File: src/rtl/head_mode_pkg.sv
package head_mode_pkg;

  typedef enum logic [1:0] {
    OP_SLEEP = 2'd0,
    OP_STBY  = 2'd1,
    OP_READ  = 2'd2,
    OP_WRITE = 2'd3
  } opState_t;

  localparam logic [1:0] MODE_SLEEP = 2'b00;
  localparam logic [1:0] MODE_STBY  = 2'b01;
  localparam logic [1:0] MODE_PAIR  = 2'b11;

  // Strobes from control to datapath: next-cycle intent
  typedef struct packed {
    logic readArm;
    logic writeArm;
    logic biasOn;
    logic outHiZ;
    logic faultOn;
    logic pairMode;
  } ctrlStrobe_t;

endpackage

File: src/rtl/head_mode_fsm.sv
module head_mode_fsm
  import head_mode_pkg::*;
(
  input  logic        clk,
  input  logic        rstN,
  input  logic [1:0]  pwrMode,
  input  logic        rwSel,
  input  logic        servoWrLow,
  input  logic        wrKill,
  output ctrlStrobe_t strobe
);

  opState_t opState, nextState;
  logic     wrLock, nextLock;
  logic     isIdle;

  assign isIdle = (opState == OP_SLEEP) || (opState == OP_STBY);

  always_comb begin
    case (pwrMode)
      MODE_SLEEP: nextState = OP_SLEEP;
      MODE_STBY:  nextState = OP_STBY;
      default:    nextState = rwSel ? OP_READ : OP_WRITE;
    endcase
  end

  // Lock sets on a fault or a write request from idle; clears only when rwSel is seen high
  always_comb begin
    nextLock = wrKill || (!rwSel && isIdle) || (wrLock && !rwSel);
  end

  always_ff @(posedge clk or negedge rstN) begin
    if (!rstN) begin
      opState <= OP_SLEEP;
      wrLock  <= 1'b0;
    end else begin
      opState <= nextState;
      wrLock  <= nextLock;
    end
  end

  always_comb begin
    strobe.readArm  = (nextState == OP_READ);
    strobe.writeArm = (nextState == OP_WRITE) && !nextLock;
    strobe.biasOn   = (nextState == OP_READ) || (nextState == OP_WRITE);
    strobe.outHiZ   = (nextState == OP_SLEEP) || (nextState == OP_STBY);
    strobe.faultOn  = (nextState != OP_SLEEP);
    strobe.pairMode = (pwrMode == MODE_PAIR) && !servoWrLow;
  end

  AST_IDLE_WRITE_LOCKS: assert property (@(posedge clk) disable iff (!rstN)
    (isIdle && !rwSel) |=> wrLock);

  AST_LOCK_HOLDS_LOW: assert property (@(posedge clk) disable iff (!rstN)
    (wrLock && !rwSel) |=> wrLock);

  AST_KILL_LOCKS: assert property (@(posedge clk) disable iff (!rstN)
    wrKill |=> wrLock);

endmodule

File: src/rtl/head_enable_path.sv
module head_enable_path
  import head_mode_pkg::*;
#(
  parameter int NUM_HEADS = 12,
  parameter int CODE_W    = 4
) (
  input  logic                 clk,
  input  logic                 rstN,
  input  ctrlStrobe_t          strobe,
  input  logic [CODE_W-1:0]    headCode,
  input  logic                 liveHeadOn,
  output logic [NUM_HEADS-1:0] rdEnable,
  output logic [NUM_HEADS-1:0] wrEnable,
  output logic                 dummySel,
  output logic                 wrCurEn,
  output logic                 mrBiasEn,
  output logic                 faultDetEn,
  output logic                 rdHiZ,
  output logic                 badHead
);

  localparam int                PAIR_SPAN = NUM_HEADS / 2;
  localparam logic [CODE_W-1:0] PAIR_OFS  = CODE_W'(PAIR_SPAN);
  localparam logic [CODE_W-1:0] CODE_LIM  = CODE_W'(NUM_HEADS);

  logic                 illegal;
  logic [CODE_W-1:0]    pairIdx, pairHi, rdIdx;
  logic                 useDummy, writeOn;
  logic [NUM_HEADS-1:0] rdNext, wrNext;

  assign illegal  = (headCode >= CODE_LIM);
  assign pairIdx  = (headCode >= PAIR_OFS) ? headCode - PAIR_OFS : headCode;
  assign pairHi   = pairIdx + PAIR_OFS;
  assign rdIdx    = strobe.pairMode ? pairIdx : headCode;
  assign useDummy = strobe.readArm && (illegal || !liveHeadOn);
  assign writeOn  = strobe.writeArm && !illegal;

  for (genvar h = 0; h < NUM_HEADS; h++) begin : g_head
    localparam logic [CODE_W-1:0] HID = CODE_W'(h);
    assign rdNext[h] = strobe.readArm && !useDummy && (rdIdx == HID);
    assign wrNext[h] = writeOn && (strobe.pairMode ? ((pairIdx == HID) || (pairHi == HID))
                                                   : (headCode == HID));
  end

  always_ff @(posedge clk or negedge rstN) begin
    if (!rstN) begin
      rdEnable   <= '0;
      wrEnable   <= '0;
      dummySel   <= 1'b0;
      wrCurEn    <= 1'b0;
      mrBiasEn   <= 1'b0;
      faultDetEn <= 1'b0;
      rdHiZ      <= 1'b1;
      badHead    <= 1'b0;
    end else begin
      rdEnable   <= rdNext;
      wrEnable   <= wrNext;
      dummySel   <= useDummy;
      wrCurEn    <= writeOn;
      mrBiasEn   <= strobe.biasOn;
      faultDetEn <= strobe.faultOn;
      rdHiZ      <= strobe.outHiZ;
      badHead    <= illegal && strobe.biasOn;
    end
  end

  AST_READ_EXCLUDES_WRITE: assert property (@(posedge clk) disable iff (!rstN)
    (|rdEnable) |-> (!wrCurEn && wrEnable == '0));

  AST_SINGLE_READER: assert property (@(posedge clk) disable iff (!rstN)
    $onehot0(rdEnable));

  AST_NO_CURRENT_NO_WRITER: assert property (@(posedge clk) disable iff (!rstN)
    !wrCurEn |-> (wrEnable == '0));

  AST_WRITER_COUNT: assert property (@(posedge clk) disable iff (!rstN)
    wrCurEn |-> ($countones(wrEnable) == 1 || $countones(wrEnable) == 2));

  AST_ILLEGAL_NO_WRITE: assert property (@(posedge clk) disable iff (!rstN)
    badHead |-> (!wrCurEn && wrEnable == '0 && rdEnable == '0));

  AST_HIZ_QUIET: assert property (@(posedge clk) disable iff (!rstN)
    rdHiZ |-> (!mrBiasEn && !wrCurEn && rdEnable == '0 && !badHead));

  AST_DUMMY_NO_READER: assert property (@(posedge clk) disable iff (!rstN)
    dummySel |-> (rdEnable == '0));

endmodule

File: src/rtl/head_mode_ctrl.sv
module head_mode_ctrl
  import head_mode_pkg::*;
#(
  parameter int NUM_HEADS = 12,
  parameter int CODE_W    = 4
) (
  input  logic                 clk,
  input  logic                 rstN,
  input  logic [1:0]           pwrMode,
  input  logic [CODE_W-1:0]    headCode,
  input  logic                 liveHeadOn,
  input  logic                 rwSel,
  input  logic                 servoWrLow,
  input  logic                 wrKill,
  output logic [NUM_HEADS-1:0] rdEnable,
  output logic [NUM_HEADS-1:0] wrEnable,
  output logic                 dummySel,
  output logic                 wrCurEn,
  output logic                 mrBiasEn,
  output logic                 faultDetEn,
  output logic                 rdHiZ,
  output logic                 badHead
);

  ctrlStrobe_t strobe;

  head_mode_fsm u_fsm (
    .clk        (clk),
    .rstN       (rstN),
    .pwrMode    (pwrMode),
    .rwSel      (rwSel),
    .servoWrLow (servoWrLow),
    .wrKill     (wrKill),
    .strobe     (strobe)
  );

  head_enable_path #(
    .NUM_HEADS (NUM_HEADS),
    .CODE_W    (CODE_W)
  ) u_path (
    .clk        (clk),
    .rstN       (rstN),
    .strobe     (strobe),
    .headCode   (headCode),
    .liveHeadOn (liveHeadOn),
    .rdEnable   (rdEnable),
    .wrEnable   (wrEnable),
    .dummySel   (dummySel),
    .wrCurEn    (wrCurEn),
    .mrBiasEn   (mrBiasEn),
    .faultDetEn (faultDetEn),
    .rdHiZ      (rdHiZ),
    .badHead    (badHead)
  );

endmodule

File: config.mk
export PLATFORM = sky130hd
export DESIGN_NAME = head_mode_ctrl
export DESIGN_NICKNAME = d
export VERILOG_FILES = /design/src/rtl/head_mode_pkg.sv /design/src/rtl/head_mode_fsm.sv /design/src/rtl/head_enable_path.sv /design/src/rtl/head_mode_ctrl.sv
export SDC_FILE = /design/constraint.sdc
export NUM_CORES = 1
export LEC_CHECK = 0
export CAP_MARGIN = 5
export CORE_MARGIN = 2
export CORE_UTILIZATION = 32
export CTS_CLUSTER_DIAMETER = 120
export DETAILED_ROUTE_END_ITERATION = 12
export HOLD_SLACK_MARGIN = 0.02
export MAX_ROUTING_LAYER = met4
export PLACE_DENSITY = 0.54
export SLEW_MARGIN = 15
export SYNTH_ARGS = -nofsm -noshare
export SYNTH_HDL_FRONTEND = slang
export SYNTH_HIERARCHICAL = 1
export SYNTH_SLANG_ARGS = --single-unit
File: constraint.sdc
create_clock -name clk -period 3.8 [get_ports clk]
set_input_delay 0.57 -clock clk [delete_from_list [all_inputs] [get_ports clk]]
set_output_delay 0.57 -clock clk [all_outputs]
set_load 0.01 [all_outputs]
==> flow_metrics.py, run 1 <==
metrics = {
    "power": {
        "peakVddDrop_mv": 0.1393,
        "p_leak_nw": 0.8970,
        "pwr_density_cell_nw_per_um2": 346.0,
    },
    "worst_setup_path": {
        "path_buf_inv": 2,
        "crit-reg2reg-launch": "u_fsm/wrLock",
        "path_delay_family": "buffers and inverters",
        "max_stage_delay_ns": 0.51,
        "crit_arrival_ns": 2.78,
        "required_ns": 3.95,
        "cp-end-kind": "register",
        "cp_max_fo": 22,
        "r2r_end": "u_path/wrEnable[11]",
        "worstSetupStartpointType": "input port",
        "crit_type": "in2reg",
        "r2r_setup_slack_ns": 2.12,
        "crit_slowest_cell": "ha_1",
        "worstRegToRegCells": 6,
        "worstPathCellList": "clkdlybuf4s50_1 > buf_4 > ha_1 > nor2b_4 > mux2i_1 > a2111oi_2 > nor4_1",
    },
    "clock_network": {
        "numClockSinks": 32,
        "post_cts_resized": 0,
        "cts_tree": "built",
        "clock_path_buffers": 2,
        "clock-root-buffer": "clkbuf_8",
        "insertion_delay_ns": 0.28,
        "htree_levels": 2,
        "path_clk_slew_ns": 0.06,
        "numCtsBuffers": 5,
        "cts_setup_buffers": 0,
        "holdBufCountCts": 0,
    },
    "hold_path": {
        "min_path_type": "reg2reg",
        "hold_end": "u_fsm/wrLock",
        "min_from": "u_fsm/wrLock",
        "worstHoldPathCells": 2,
    },
    "yosys": {
        "ys_top_cells_by_count": "dfrtp_1, nor2_1, nor3_1",
        "netlist_instances": 168,
        "synthArstFlopShare_pct": 100.0,
        "yosysWarnings": 6,
        "synth_area_leader_cell": "dfrtp_1",
        "yosys_most_used_dff": "dfrtp_1",
        "syn_area_um2": 1653,
        "seq_area_frac_synth_pct": 48.52,
        "syn_nets": 181,
        "ys_top_cells_by_area": "dfrtp_1, nor3_1, nor2_1",
        "synth_seq_cells": 32,
        "synth_edf_count": 0,
        "syn_avg_cell_area_um2": 9.838,
        "yosysTopAreaCellShare_pct": 46.93,
        "yosysMostFrequentCell": "dfrtp_1",
        "yosysUniqueCellTypes": 55,
    },
    "grt": {
        "grt_pass1_vias": 1270,
        "grt_usage_pct": 15.32,
        "grt_max_degree": 33,
        "grt_pass1_wl_um": 6320,
        "antenna_found_initial": 0,
        "grt.overflow.total": 0,
    },
    "timing": {
        "finalCritPeriodShare_pct": 69.27,
        "finalSetupViolations": 0,
        "hold_viol_final": 0,
        "slew_viol_final": 0,
        "setup_slack_ns": 1.168,
        "hold_slack_ns": 0.5286,
        "slew_headroom_pct": 40.78,
        "fin_crit_ns": 2.632,
        "rsz0062_at_grt": "false",
        "setup_tns_ns": 0,
        "tightest_slew_ns": 0.8855,
        "max_clock_freq_mhz": 379.9,
        "skew_ns": 0.002818,
    },
    "die": {
        "ios": 42,
        "dieArea_um2": 5756,
        "core_um2": 5042,
        "initial_core_util_pct": 32.78,
        "die-height_um": 75.87,
        "fp.dieW_um": 75.87,
        "rows": 26,
    },
    "placed_design": {
        "gp_congestion": 0.8660,
        "pre_cts_ws_ns": 0.8860,
        "hpwlAfterDp_um": 2829,
        "portBuffers": 41,
    },
    "routing": {
        "routedWlPerCell_um": 13.81,
        "viasPerCell": 4.935,
        "drtPass1Iterations": 4,
        "ant_nets": 0,
        "vias": 1362,
        "route.detailed.drc": 0,
        "drtIter0Drc": 51,
        "wl_um": 3812,
    },
    "layout": {
        "diodes": 0,
        "drive_above_1_share_pct": 10.19,
        "multiInputGateArea_um2": 738.2,
        "nets": 218,
        "areaGrowthSynthToFinish_pct": 33.46,
        "fillers": 492,
        "seq_area_um2": 802.0,
    },
    "outcome": {
        "status": "finished, final reports clean",
    },
    "flow_run": {
        "drv_cap": 0,
    },
}
where the power goes:
part / internal, W / switching [W]
registers: 0.000346 / 0.00000110
clock network: 0.000194 / 0.000117
logic: 0.0000429 / 0.0000616
total: 0.000583 / 0.000180
logic make-up (layout without fill, tap and decap cells):
| group | count (synthesis) | count (layout) | share of synthesized area, % |
|---|---|---|---|
| buffers and inverters | 23 | 61 | 6.812 |
| AO/OA/AOI/OAI | 36 | 36 | 17.03 |
| XOR/XNOR | 2 | 2 | 1.060 |
| flip-flops | 32 | 32 | 48.52 |
| adder cells (fa/ha/maj) | 1 | 1 | 0.7569 |
| multiplexers | 2 | 2 | 1.211 |
| AND/OR/NAND/NOR | 72 | 72 | 24.60 |
flip-flops by register name, indices dropped and copies added, names as in the netlist:
| register | cells |
|---|---|
| u_fsm/opState | 1 |
| u_path/dummySel | 1 |
| u_path/wrCurEn | 1 |
| u_path/rdEnable | 12 |
| u_path/wrEnable | 12 |
| u_path/faultDetEn | 1 |
| u_fsm/wrLock | 1 |
| u_path/mrBiasEn | 1 |
| u_path/rdHiZ | 1 |
| u_path/badHead | 1 |
per-stage QoR:
| stage | utilization, % | power [W] | cells | instance area [µm²] |
|---|---|---|---|---|
| floorplan | - | 0.0004191 | 168 | 1653 |
| global placement | 41.61 | 0.0004578 | 268 | 2098 |
| detailed placement | 41.61 | 0.0004581 | 268 | 2098 |
| CTS | 43.75 | 0.0007739 | 276 | 2206 |
| global route | 43.75 | 0.0008029 | 276 | 2206 |
| finish | 43.75 | 0.0007632 | 276 | 2206 |
worst register-to-register path: stages, from the launching register on:
cell	delay [ns]
dfrtp_1	0.36
nor2b_1	0.16
nor4b_4	0.35
nand2_1	0.18
a21oi_1	0.30
nand3_1	0.12
o22ai_1	0.13
area by class of cell:
type                       instances  share of cell area (%)
clock buffer                       6                   3.290
clock inverter                     2                   1.588
inverter                           8                   1.361
multi-input combinational        113                   33.47
sequential                        32                   36.36
tap                               70                   3.970
timing repair buffer              45                   19.97
per-layer routing:
| layer | routed length [µm] | GRT usage, % |
|---|---|---|
| met2 | 1880 | 23.28 |
| met5 | 0 | - |
| met1 | 1713 | 19.98 |
| met3 | 151 | 3.704 |
| met4 | 66 | 5.263 |
how the worst max path moves through the flow:
| stage | from | end | slack, ns | cells after the start |
|---|---|---|---|---|
| final | headCode[1] | u_path/wrEnable[7] | 1.17 | 7 |
| after CTS | headCode[1] | u_path/wrEnable[7] | 1.19 | 7 |
| after global routing | headCode[1] | u_path/rdEnable[11] | 0.95 | 7 |
| after floorplan | headCode[1] | u_path/wrEnable[1] | 1.96 | 6 |
| after global placement | headCode[1] | u_path/wrEnable[7] | 0.97 | 7 |
| after detailed placement | headCode[1] | u_path/wrEnable[7] | 0.89 | 7 |
cells in the final DEF, fill, tap and decap left out, types with 2 or more instances in the layout:
cell	netlist	layout
o21ai_0	2	2
nor2_1	14	14
o21bai_1	3	3
buf_4	2	4
a21oi_1	3	3
o22ai_1	4	4
nor2b_1	5	5
mux2i_1	2	2
nand2b_1	5	5
o21ai_1	3	3
clkdlybuf4s50_1	0	41
clkbuf_8	0	5
and3_1	3	3
nor4_1	2	2
nand3_1	9	9
inv_1	6	6
dfrtp_1	31	31
a211oi_1	2	2
nand2_1	10	10
or2_1	2	2
nor3_1	12	12
xnor2_1	2	2
nand3b_1	2	2
a22oi_1	2	2
Power figures use the tool's default switching activity.
==> run 2, diff against run 1 <==
--- a/config.mk
+++ b/config.mk
@@ -12,7 +12,7 @@
 export DETAILED_ROUTE_END_ITERATION = 12
 export HOLD_SLACK_MARGIN = 0.02
 export MAX_ROUTING_LAYER = met4
-export PLACE_DENSITY = 0.54
+export PLACE_DENSITY = 0.56
 export SLEW_MARGIN = 15
 export SYNTH_ARGS = -nofsm -noshare
 export SYNTH_HDL_FRONTEND = slang
==> constraint.sdc (replaced) <==
create_clock -name clk -period 2.3 [get_ports clk]
set_input_delay 0.345 -clock clk [delete_from_list [all_inputs] [get_ports clk]]
set_output_delay 0.345 -clock clk [all_outputs]
set_load 0.01 [all_outputs]
==> run 2 against run 1 <==
Net effect:
- largest power group is now clock
- utilization increased by 2.0 points
- die area unchanged
- non-clock buffer count increased by 9
- critical endpoint is now u_path/wrEnable[2]
==> flow_metrics.py, run 2 (synthesized netlist as in run 1, its figures left out) <==
metrics = {
    "grt": {
        "grt_pass1_vias": 1339,
        "antenna_found_initial": 0,
        "grt.overflow.total": 0,
        "grt.met2_usage_pct": 23.37,
        "grt_pass1_wl_um": 6603,
        "busiest_layer": "met2",
        "grt_usage_pct": 16.04,
        "use_met1_pct": 21.26,
        "use_met3_pct": 3.439,
        "grt_max_degree": 33,
    },
    "worst_setup_path": {
        "crit_type": "in2reg",
        "crit-reg2reg-launch": "u_fsm/wrLock",
        "crit_path_start": "headCode[1]",
        "crit_arrival_ns": 2.18,
        "required_ns": 2.51,
        "max_stage_delay_ns": 0.53,
        "crit_slowest_cell": "or4b_1",
        "worstSetupStartpointType": "input port",
        "cp_max_fo": 10,
        "cp-end-kind": "register",
        "worstPathCellList": "clkdlybuf4s50_1 > ha_1 > or4b_1 > o311ai_1 > a211oi_1 > buf_4 > nor2_1",
        "worstRegToRegCells": 6,
    },
    "timing": {
        "slew_headroom_pct": 66.28,
        "skew_ns": 0.007223,
        "max_clock_freq_mhz": 506.8,
        "hold_viol_final": 0,
        "finalSetupViolations": 0,
        "rsz0062_at_grt": "false",
        "tightest_slew_ns": 0.5042,
        "fin_crit_ns": 1.973,
        "slew_viol_final": 0,
        "finalCritPeriodShare_pct": 85.79,
        "setup_tns_ns": 0,
    },
    "clock_network": {
        "insertion_delay_ns": 0.28,
        "numClockSinks": 32,
        "numCtsBuffers": 5,
        "post_cts_resized": 0,
        "clock-root-buffer": "clkbuf_8",
        "cts_tree": "built",
        "holdBufCountCts": 0,
        "htree_levels": 2,
        "path_clk_slew_ns": 0.07,
        "cts_setup_buffers": 0,
        "clock_path_buffers": 2,
    },
    "layout": {
        "biggestRegsByFlops": "u_path/rdEnable (12), u_path/wrEnable (12)",
        "layout.cells.most_common": "clkdlybuf4s50_1",
        "areaGrowthSynthToFinish_pct": 39.44,
        "final-instance-count-excl-fill": 285,
        "final_cell_mix": "clkdlybuf4s50_1, dfrtp_1, nor2_1, buf_4, nor3_1",
        "diodes": 0,
        "multiInputGateArea_um2": 738.2,
        "drive_above_1_share_pct": 14.42,
        "fillers": 480,
        "nets": 227,
        "seq_area_um2": 802.0,
    },
    "placed_design": {
        "dp_cells": 277,
        "hpwlAfterDp_um": 2908,
        "portBuffers": 41,
        "gp_congestion": 0.8549,
    },
    "power": {
        "peakVddDrop_mv": 0.2385,
        "p_leak_nw": 0.9522,
        "pwr_density_cell_nw_per_um2": 583.1,
    },
    "routing": {
        "vias": 1361,
        "ant_nets": 0,
        "viasPerCell": 4.775,
        "drtIter0Drc": 59,
        "wl_um": 3963,
        "drtPass1Iterations": 4,
        "route.detailed.drc": 0,
        "routedWlPerCell_um": 13.91,
    },
    "die": {
        "fp.dieW_um": 75.87,
        "core_um2": 5042,
        "initial_core_util_pct": 32.78,
        "dieArea_um2": 5756,
        "ios": 42,
        "die-height_um": 75.87,
        "rows": 26,
    },
    "hold_path": {
        "min_path_type": "in2async",
    },
    "outcome": {
        "status": "finished, final reports clean",
    },
    "flow_run": {
        "drv_cap": 0,
    },
}
[run 2: changes by cell type in the layout (fill, tap and decap cells not counted), sizes merged]
cell	change
buf	+9
clkinv	-1
clkbuf	+1
[run 2: worst paths after layout]
check	endpoint	slack [ns]
worst max-delay path	u_path/wrEnable[2]	0.33
worst min-delay path	u_fsm/opState[1]	0.45
worst max register to register	u_path/wrEnable[11]	0.71
worst min register to register	u_fsm/wrLock	0.56
max in group asynchronous	u_path/rdHiZ	1.54
min in group clk	u_fsm/wrLock	0.56
[run 2: metrics by stage]
step                      utilization (%)  instance area (µm²)  setup slack (ns)  total power (W)  hold WS, ns
final                               45.71                 2305            0.3269         0.001344       0.4467
after global placement              43.20                 2178           0.07679        0.0007714       0.5135
after detailed placement            43.20                 2178           0.03879        0.0007720       0.5496
after floorplan                         -                 1653            0.6824        0.0006925      0.04941
after CTS                           45.71                 2305            0.3224         0.001358       0.4650
after global routing                45.71                 2305            0.1819         0.001400       0.4974
[run 2: cell type report]
cell class	instances	share of cell area [%]
Timing Repair Buffer	54	22.58
Clock inverter	1	1.303
Clock buffer	7	4.180
Sequential cell	32	34.80
Inverter	8	1.303
Tap cell	70	3.800
Multi-Input combinational cell	113	32.03
[run 2: layer usage]
metal	vias to the layer above	share of wire, %
li1	681	-
met5	-	0
met2	30	47
met3	6	3.3
met1	644	48
met4	0	2.0
[run 2: power by group]
group	internal (W)	switching (W)
clock	0.000382	0.000200
combinational	0.0000824	0.000106
sequential	0.000571	0.00000201
total	0.00104	0.000308
[run 2: worst max-delay path, delay by kind of cell]
kind	cells	cell delay, ns
adders and majority gates	1	0.43
AOI/OAI and AO/OA	2	0.22
buffers and inverters	2	0.58
and+or+nand+nor	2	0.61
==> run 3, diff against run 2 <==
--- a/config.mk
+++ b/config.mk
@@ -5,14 +5,15 @@
 export SDC_FILE = /design/constraint.sdc
 export NUM_CORES = 1
 export LEC_CHECK = 0
+export ABC_AREA = 1
 export CAP_MARGIN = 5
 export CORE_MARGIN = 2
 export CORE_UTILIZATION = 32
-export CTS_CLUSTER_DIAMETER = 120
+export CTS_CLUSTER_DIAMETER = 50
 export DETAILED_ROUTE_END_ITERATION = 12
 export HOLD_SLACK_MARGIN = 0.02
 export MAX_ROUTING_LAYER = met4
-export PLACE_DENSITY = 0.56
+export PLACE_DENSITY = 0.57
 export SLEW_MARGIN = 15
 export SYNTH_ARGS = -nofsm -noshare
 export SYNTH_HDL_FRONTEND = slang
==> run 3 against run 2 <==
Net effect:
- first-iteration DRC count is 1.7% higher
- synthesized cell count is 21% higher
- sequential cell count stayed put
- area after synthesis is 2.7% lower
- setup slack better by 0.24 ns
- highest routed layer unchanged
==> flow_metrics.py, run 3 <==
metrics = {
    "power": {
        "peakVddDrop_mv": 0.2429,
        "pwr_density_cell_nw_per_um2": 574.0,
        "p_leak_nw": 1.097,
    },
    "clock_network": {
        "holdBufCountCts": 0,
        "insertion_delay_ns": 0.28,
        "cts_tree": "built",
        "clock-root-buffer": "clkbuf_8",
        "numClockSinks": 32,
        "clock_path_buffers": 2,
        "numCtsBuffers": 5,
        "post_cts_resized": 0,
        "cts_setup_buffers": 0,
        "htree_levels": 2,
        "path_clk_slew_ns": 0.07,
    },
    "yosys": {
        "seq_area_frac_synth_pct": 49.88,
        "synth_area_leader_cell": "dfrtp_1",
        "yosysMostFrequentCell": "nand2_1",
        "syn_nets": 216,
        "yosysWarnings": 6,
        "yosysUniqueCellTypes": 28,
        "ys_top_cells_by_area": "dfrtp_1, nand2_1, nor2_1",
        "syn_area_um2": 1608,
        "synth_edf_count": 0,
        "syn_avg_cell_area_um2": 7.920,
        "synthArstFlopShare_pct": 100.0,
        "ys_top_cells_by_count": "nand2_1, nor2_1, dfrtp_1",
        "yosysTopAreaCellShare_pct": 48.25,
        "yosys_most_used_dff": "dfrtp_1",
        "synth_seq_cells": 32,
        "netlist_instances": 203,
    },
    "placed_design": {
        "portBuffers": 41,
        "placed_area_um2": 2116,
        "hpwlAfterDp_um": 2908,
        "pre_cts_ws_ns": 0.2692,
        "gp_congestion": 0.9834,
    },
    "layout": {
        "biggestRegsByFlops": "u_path/rdEnable (12), u_path/wrEnable (12)",
        "finalInstanceArea_um2": 2223,
        "diodes": 0,
        "nets": 265,
        "final_cell_mix": "nand2_1, clkdlybuf4s50_1, nor2_1, dfrtp_1, inv_1",
        "layout.cells.most_common": "nand2_1",
        "drive_above_1_share_pct": 14.62,
        "final_util_pct": 46.46,
        "areaGrowthSynthToFinish_pct": 38.29,
    },
    "timing": {
        "slew_viol_final": 0,
        "slew_headroom_pct": 74.13,
        "skew_ns": 0.008697,
        "rsz0062_at_grt": "false",
        "setup_slack_ns": 0.5709,
        "finalCritPeriodShare_pct": 75.18,
        "hold_viol_final": 0,
        "fin_crit_ns": 1.729,
        "finalSetupViolations": 0,
        "tightest_slew_ns": 0.3880,
        "max_clock_freq_mhz": 578.4,
        "setup_tns_ns": 0,
    },
    "grt": {
        "antenna_found_initial": 0,
        "grt_max_degree": 33,
        "grt_pass1_wl_um": 6230,
        "grt_usage_pct": 15.44,
        "grt.overflow.total": 0,
        "grt_pass1_vias": 1310,
    },
    "worst_setup_path": {
        "worstPathCellList": "clkdlybuf4s50_1 > inv_2 > nand3_4 > nand2_1 > nand2_1 > nand3_1 > o21ai_1 > nor2_1 > nor2_1",
        "required_ns": 2.49,
        "crit-reg2reg-launch": "u_fsm/wrLock",
        "crit_arrival_ns": 1.92,
        "max_stage_delay_ns": 0.64,
        "crit_path_start": "headCode[3]",
        "crit_type": "in2reg",
        "crit_slowest_cell": "clkdlybuf4s50_1",
        "worstSetupStartpointType": "input port",
        "cp-end-kind": "register",
        "cp_max_fo": 8,
    },
    "routing": {
        "drtPass1Iterations": 4,
        "route.detailed.drc": 0,
        "wl_um": 3602,
        "drtIter0Drc": 60,
        "vias": 1409,
        "routedWlPerCell_um": 11.26,
        "ant_nets": 0,
        "viasPerCell": 4.403,
    },
    "die": {
        "die-height_um": 74.88,
        "dieArea_um2": 5607,
        "ios": 42,
        "fp.dieW_um": 74.88,
        "core_um2": 4786,
        "initial_core_util_pct": 33.59,
        "rows": 25,
    },
    "hold_path": {
        "min_path_type": "in2async",
    },
    "outcome": {
        "status": "finished, final reports clean",
    },
    "flow_run": {
        "drv_cap": 0,
    },
}
## run 3: changes by cell type in the layout (fill, tap and decap cells not counted), moves of 4 or more
cell and delta:
o21ai_0 +8, nand3_1 +6, a21oi_1 +5, nor2_1 +18, inv_2 +4, nand2_2 +9
nand2b_1 -5, nor3_1 -12, buf_4 -5, nand2_1 +33, nor2b_1 -5, inv_1 +19
o22ai_1 -4
## run 3: through the flow
| step | hold WS (ns) | cells | power [W] |
|---|---|---|---|
| 6_report | 0.4583 | 320 | 0.001276 |
| 5_1_grt | 0.5035 | 320 | 0.001354 |
| 4_1_cts | 0.4732 | 320 | 0.001297 |
| 3_5_place_dp | 0.4877 | 312 | 0.0007785 |
| 3_3_place_gp | 0.4878 | 312 | 0.0007808 |
| 2_1_floorplan | 0.04941 | 203 | 0.0006996 |
## run 3: final cells by class
class / instances / area [µm²]
inverters: 31 / 121.4
multi-input cells: 134 / 645.6
repair buffers: 48 / 462.9
flip-flops and latches: 32 / 802.0
fillers: 495 / 2562
clock inverters: 2 / 35.03
clock buffers: 6 / 72.57
well taps: 67 / 83.83
## run 3: layer usage
| layer | global-route usage (%) | part of all wire [%] | vias to the layer above |
|---|---|---|---|
| met5 | - | 0 | - |
| met3 | 3.748 | 5.2 | 10 |
| met1 | 20.12 | 46 | 629 |
| met4 | 8.333 | 3.0 | 0 |
| li1 | - | - | 724 |
| met2 | 22.03 | 46 | 46 |
## run 3: kinds of logic (layout without fill, tap and decap cells)
group           after synthesis  after routing  share of synthesized area (%)
simple gates                107            107                          30.04
xor+xnor                      1              1                         0.5448
buf+inv                      37             87                          9.961
compound gates               25             25                          8.794
flops                        32             32                          49.88
fa+ha+maj                     1              1                         0.7781
## run 3: final timing paths
kind / end / slack (ns) / depth (start not counted)
worst max register to register: u_path/wrEnable[4] / 0.99 / 7
worst min-delay path: u_path/faultDetEn / 0.46 / 2
min in group clk: u_fsm/wrLock / 0.50 / 2
max in group asynchronous: u_path/rdHiZ / 1.53 / 2
worst min register to register: u_fsm/wrLock / 0.50 / 2
worst max-delay path: u_path/wrEnable[10] / 0.57 / 9
## run 3: critical path, delay by kind of cell
family                 cells  cell delay (ns)
AND/OR/NAND/NOR            6             0.64
buffers and inverters      2             0.75
AO/OA/AOI/OAI              1             0.19
## run 3: where the power goes
part	internal, W	total, W	switching [W]
clock network	0.000321	0.000509	0.000188
registers	0.000573	0.000575	0.00000219
logic	0.0000725	0.000192	0.000120
